`src/rtl/wdt_guard.sv`:
```
module wdt_guard #(
  parameter int BASE_EXP = 14,
  parameter int WIN_CYC  = 4
) (
  input  logic       clk,
  input  logic       rst_n,
  input  logic       wr_en,
  input  logic [7:0] wr_data,
  output logic [7:0] rd_data,
  input  logic       kick,
  input  logic       tick,
  output logic       rst_req
);
  localparam int CW = BASE_EXP + 8;
  localparam int WW = $clog2(WIN_CYC + 1);

  logic [2:0]    psel;
  logic          en;
  logic [WW-1:0] win;
  logic [CW-1:0] cnt;
  logic [CW-1:0] lim_m1;
  logic          toe;
  logic          expire;
  logic          unused_hi;

  assign unused_hi = ^wr_data[7:5];
  assign toe       = (win != '0);
  assign rd_data   = {3'b000, toe, en, psel};
  assign lim_m1    = (CW'(1) << (BASE_EXP + int'(psel))) - CW'(1);
  assign expire    = en & tick & ~kick & (cnt >= lim_m1);

  always_ff @(posedge clk) begin
    if (!rst_n) begin
      psel    <= '0;
      en      <= 1'b0;
      win     <= '0;
      cnt     <= '0;
      rst_req <= 1'b0;
    end else begin
      if (wr_en) begin
        psel <= wr_data[2:0];
        en   <= wr_data[3] | (en & ~toe);
      end
      if (wr_en && wr_data[4])
        win <= WW'(WIN_CYC);
      else if (toe)
        win <= win - 1'b1;
      if (!en || kick || expire)
        cnt <= '0;
      else if (tick)
        cnt <= cnt + 1'b1;
      rst_req <= expire;
    end
  end
endmodule

```
`config.mk`:
```
export PLATFORM = sky130hd
export DESIGN_NAME = wdt_guard
export DESIGN_NICKNAME = d
export VERILOG_FILES = /design/src/rtl/wdt_guard.sv
export SDC_FILE = /design/constraint.sdc
export NUM_CORES = 1
export LEC_CHECK = 0
export ABC_AREA = 1
export ABC_CLOCK_PERIOD_IN_PS = 2500
export BUFFER_PORTS_ARGS = -buffer_cell sky130_fd_sc_hd__buf_2
export CORE_ASPECT_RATIO = 1.75
export CORE_UTILIZATION = 37
export DETAILED_ROUTE_END_ITERATION = 7
export PLACE_DENSITY_LB_ADDON = 0.15
export SYNTH_ARGS = -nofsm -noshare
export SYNTH_HDL_FRONTEND = slang
export SYNTH_SLANG_ARGS = --single-unit
```
`constraint.sdc`:
```
create_clock -name clk -period 2.5 [get_ports clk]
set_input_delay 0.375 -clock clk [delete_from_list [all_inputs] [get_ports clk]]
set_output_delay 0.375 -clock clk [all_outputs]
set_load 0.01 [all_outputs]
```
Word-level counts from Yosys, hierarchy flattened
Cells that the tools add are included.
Storage, ports and cells
  bits in registers: 30
  input port bits: 13
  output and inout bits: 9
  word-level logic and storage cells: 30
Cells by class
  add/subtract/negate cells: 4
  order comparisons: 1
  shift operators: 1
  multiplexer cells: 2
  bitwise logic cells: 8
  reduce and logical (&&, ||, !) cells: 8
Operator list (count)
  22-bit by 1-bit adder with 22-bit output (second input constant): 1
  22-bit greater-or-equal comparator: 1
  1-bit by 5-bit << shifter with 22-bit output (first input constant): 1
  22-bit by 2-bit subtractor with 22-bit output (second input constant): 1
  3-bit 2-to-1 mux: 2
  4-bit by 3-bit adder with 5-bit output (first input constant): 1
  1-bit AND: 4
  2-bit OR reduction: 2
  1-bit NOT: 3
  3-bit nonzero test: 1
  3-bit by 1-bit subtractor with 3-bit output (second input constant): 1
  1-bit logical OR: 2
  2-bit nonzero test: 1
  1-bit logical AND: 1
  1-bit logical NOT: 1
  1-bit bitwise OR: 1

Depth between registers and ports, before layout
  depth after elaboration: 7
  gate-level depth with buffers: 18
  gate-level depth less buffers: 17

Worst setup path before layout
Ideal clock, no wire load.
  kind: register to register
  start point: register psel[1]
  end point: register cnt[13]
  setup time: 0.116 ns
  arrival time: 2.413 ns
  required time: 2.384 ns
  setup slack: -0.029 ns
  stages on the path, launching flop included: 19
  path buffers: 1
  period minus slack after synthesis: 2.529 ns
  path through: dfxtp_1 -> inv_2 -> ha_1 -> inv_1 -> nor4_1 -> xnor2_1 -> ha_1 -> nand2_1 -> nor2_1 -> nand2_1 -> nor2_1 -> nand2_1 -> nand2_1 -> nor2_1 -> nand2_1 -> nand2_2 -> nand2_4 -> buf_6 -> nor2_1
On the way
  longest elaborated chain between the ends: 7
Ends and longest elaborated chain
  from (decl): RTL line 17  | logic [2:0] psel;
  from (signal assigned): RTL line 41  | psel <= wr_data[2:0];
  4-bit by 3-bit adder with 5-bit output: RTL line 29  | assign lim_m1 = (CW'(1) << (BASE_EXP + int'(psel))) - CW'(1);
  1-bit by 5-bit << shifter with 22-bit output: RTL line 29
  22-bit by 2-bit subtractor with 22-bit output: RTL line 29
  22-bit greater-or-equal comparator: RTL line 30  | assign expire = en & tick & ~kick & (cnt >= lim_m1);
  1-bit AND: RTL line 30
  1-bit logical OR: RTL line 48  | if (!en || kick || expire)
  2-bit OR reduction (no line)
  to (signal assigned): RTL line 51  | cnt <= cnt + 1'b1;
  to (decl): RTL line 20  | logic [CW-1:0] cnt;
Every way passes these cells.
A chain may end at the register's enable or synchronous reset.

Worst setup path after layout
  start point: register psel[2]
  end point: register cnt[5]
Same word-level chain as after synthesis.

==> results.txt <==
FF-to-FF setup slack -> 0.17 ns
nets -> 352
reg2reg path depth -> 18
Final ANT Viol Nets -> 0
I/O Pins -> 22
GRT overflow -> 0
Synth Register Bits -> 30
highest clock rate -> 430 MHz
cell breakdown of the critical path -> inv_2 -> buf_6 -> ha_4 -> nor4_4 -> xnor2_1 -> ha_1 -> nand2_1 -> nor2_2 -> nand2_2 -> nor2_1 -> nand2_1 -> nand2_1 -> nor2_1 -> nand2_1 -> nand2_2 -> nand2_4 -> clkbuf_16 -> nor2_1
max-cap violations -> 0
Worst Hold Path EP -> psel[0]$_SDFFE_PN0P_
First-pass DRT Iterations -> 4
Clock Pin Slew Worst Setup and Hold Paths -> 0.06 ns
Seq/Total Area, Yosys -> 0.294
Antenna Diode Count -> 0
Die ar. -> 5830 um^2
CP startpoint kind -> flip-flop
leak pwr -> 1.11 nW
first-pass GRT wire length -> 6.99 mm
Wirelength per Cell -> 10.6 um
Setup TNS Final -> 0 ns
worst vdd ir -> 0.000388 V
internal power -> 0.889 mW
sequential share of power -> 0.422
die span in y -> 100 um
Skew-Pair Late Insertion Delay -> 0.28 ns
final WL -> 4.12 mm
Setup crit end kind -> flip-flop
Clock Skew -> 0.00384 ns
htree depth -> 2
Cell Pwr Density -> 481 nW/um^2
cts hold-fix bufs -> 0
Setup Viol. Count Final -> 0
outcome -> complete, no violations
Setup Crit Path Kind -> reg2reg
slowest CP cell -> dfxtp_2
final RePlAce weighted congestion -> 0.838
crit path DAT -> 2.50 ns
number of DRC violations after detailed-routing iteration 0 -> 42
cell mode on critical path -> nand2_1
pin count of the biggest net entering global routing -> 14
input/output buffers -> 15
min Tclk post-route -> 2.33 ns
Critical R2R Launch -> psel[2]$_SDFFE_PN0P_
CTS root buf -> clkbuf_8
CTS max path bufs -> 2
Logic pwr share -> 0.179
number of buffers created by CTS -> 5
area delta synth->final -> 21.7%
CP peak stage delay -> 0.33 ns
Synth Instances -> 279
max-slew violations -> 0
Sw Share -> 0.255
net switching power -> 0.305 mW
layout cells sized above 1 -> 0.215
Hold Vio Cnt, Final -> 0
Rows -> 35
Post-Syn Area per Cell -> 7.32 um^2
Synth Warn # -> 0
Top delay family on crit path -> simple AND/OR/NAND/NOR gates
Yosys cell types -> 28
TritonCTS clock tree -> built
Post-Syn Area -> 2040 um^2
remaining routing DRC violations -> 0
initial antenna violation count -> 0
worst path bufs/invs -> 3
clk sink count -> 30
initial cell density of the core -> 0.385
GR Util All Layers -> 0.157
vias in the first global route -> 1630
Hold Path Stages -> 3
DR vias -> 1745
final worst-path cycle share -> 0.931
Critical R2R Capture -> cnt[5]$_SDFFE_PP0P_
Die Width -> 58.2 um
Crit path required time -> 2.68 ns
dpl hpwl -> 3.37 mm
crit path max fanout -> 6
Hold WS -> 0.325 ns
min-delay src -> wr_data[0]
clock share of power -> 0.399
CORE AREA -> 5300 um^2
average via count per standard cell -> 4.47
min-delay worst type -> in2reg
RSZ-0062 raised after global routing -> false
power by group through the flow:
stage	clock, mW	combinational (mW)	sequential (mW)
final	0.477	0.214	0.504
after global routing	0.517	0.246	0.506
after CTS	0.498	0.199	0.503
after detailed placement	0	0.197	0.513
after global placement	0	0.191	0.513
after floorplan	0	0.139	0.514
logic make-up (layout without fill, tap and decap cells):
| kind of cell | count (synthesis) | count (layout) | synth area share |
|---|---|---|---|
| buffers and inverters | 40 | 72 | 0.0962 |
| flip-flops | 30 | 30 | 0.294 |
| AND/OR/NAND/NOR | 140 | 140 | 0.303 |
| other | 1 | 6 | 0.00184 |
| XOR/XNOR | 23 | 23 | 0.0987 |
| adder cells (fa/ha/maj) | 24 | 24 | 0.147 |
| multiplexers | 1 | 1 | 0.00490 |
| AO/OA/AOI/OAI | 20 | 20 | 0.0539 |
routing by layer:
metal / wire (um) / track usage / up-vias / share of wire
li1: - / - / 931 / -
met1: 1600 / 0.162 / 794 / 0.39
met2: 2360 / 0.294 / 11 / 0.57
met4: 99 / 0.0733 / 0 / 0.024
met5: 0 / 0 / - / 0
met3: 57 / 0.0271 / 9 / 0.014
what timing repair did:
item,4_1_cts,5_1_grt
buffers inserted,0,0
pin swaps,0,5
gates resized for setup,1,18
endpoints found under the setup margin,21,23
cloned,0,1
worst min-delay path, delay by kind of cell:
| family | cells | cell delay [ns] |
|---|---|---|
| buf+inv | 1 | 0.08 |
| simple gates | 2 | 0.11 |
state kept, by name (all words and copies together) (netlist names):
signal	count
cnt	22
psel	3
win	3
en	1
rst_req	1
worst max-delay path by stage:
stage / startpoint / slack, ns / endpoint / depth (start not counted)
global route: psel[2]$_SDFFE_PN0P_ / 0.004 / cnt[11]$_SDFFE_PP0P_ / 18
finish: psel[2]$_SDFFE_PN0P_ / 0.17 / cnt[5]$_SDFFE_PP0P_ / 18
floorplan: psel[2]$_SDFFE_PN0P_ / 0.03 / cnt[13]$_SDFFE_PP0P_ / 18
global placement: psel[2]$_SDFFE_PN0P_ / 0.04 / cnt[2]$_SDFFE_PP0P_ / 19
detailed placement: psel[1]$_SDFFE_PN0P_ / -0.01 / cnt[18]$_SDFFE_PP0P_ / 18
CTS: psel[2]$_SDFFE_PN0P_ / 0.01 / cnt[18]$_SDFFE_PP0P_ / 19
synthesized netlist by cell type (all sizes together):
master  count  area share
nand2      66        0.13
nor2       54        0.11
inv        32       0.059
dfxtp      30        0.29
ha         24        0.15
xor2       14       0.060
nand3      10       0.025
a21oi       9       0.022
xnor2       9       0.039
buf         8       0.037
nand4       6       0.025
o21ai       6       0.015
a31oi       2      0.0061
nor3        2      0.0049
o21a        2      0.0074
a21o        1      0.0037
conb        1      0.0018
mux2i       1      0.0049
nor3b       1      0.0037
nor4        1      0.0031
stage by stage:
stage                     std cells   util  setup slack, ns  cell area [um^2]  total power, mW
after floorplan                 284      -           0.0326              2060            0.653
after global placement          381  0.431           0.0384              2290            0.705
after detailed placement        381  0.431          -0.0142              2290            0.711
after CTS                       389  0.453           0.0108              2400             1.20
after global routing            390  0.469          0.00394              2480             1.27
final                           390  0.469            0.173              2480             1.19
cells in the final DEF, fill, tap and decap left out, types with 2 or more instances in the layout:
cell type and n:
nand2_1 61, ha_4 2, nand2_2 4, nor2_2 12, buf_2 15, o21a_1 2, clkbuf_8 5, xor2_1 14
clkbuf_1 2, conb_1 6, o21ai_0 5, buf_4 12, dfxtp_2 2, inv_2 3, xnor2_1 9, buf_6 3
nand4_2 2, dfxtp_1 28, inv_1 28, a21oi_1 9, a31oi_1 2, nor2_1 41, ha_1 21, nand3_1 10
nand4_1 4, nor3_1 2
final cells by class:
type,count,area [um^2]
Fill cell,553,2810
Multi-Input combinational cell,214,1320
Sequential cell,30,603
Timing Repair Buffer,32,244
Inverter,32,123
Tap cell,74,92.6
Clock buffer,7,76.3
Clock inverter,1,30.0
No activity file was read; power rests on OpenSTA's default activity.
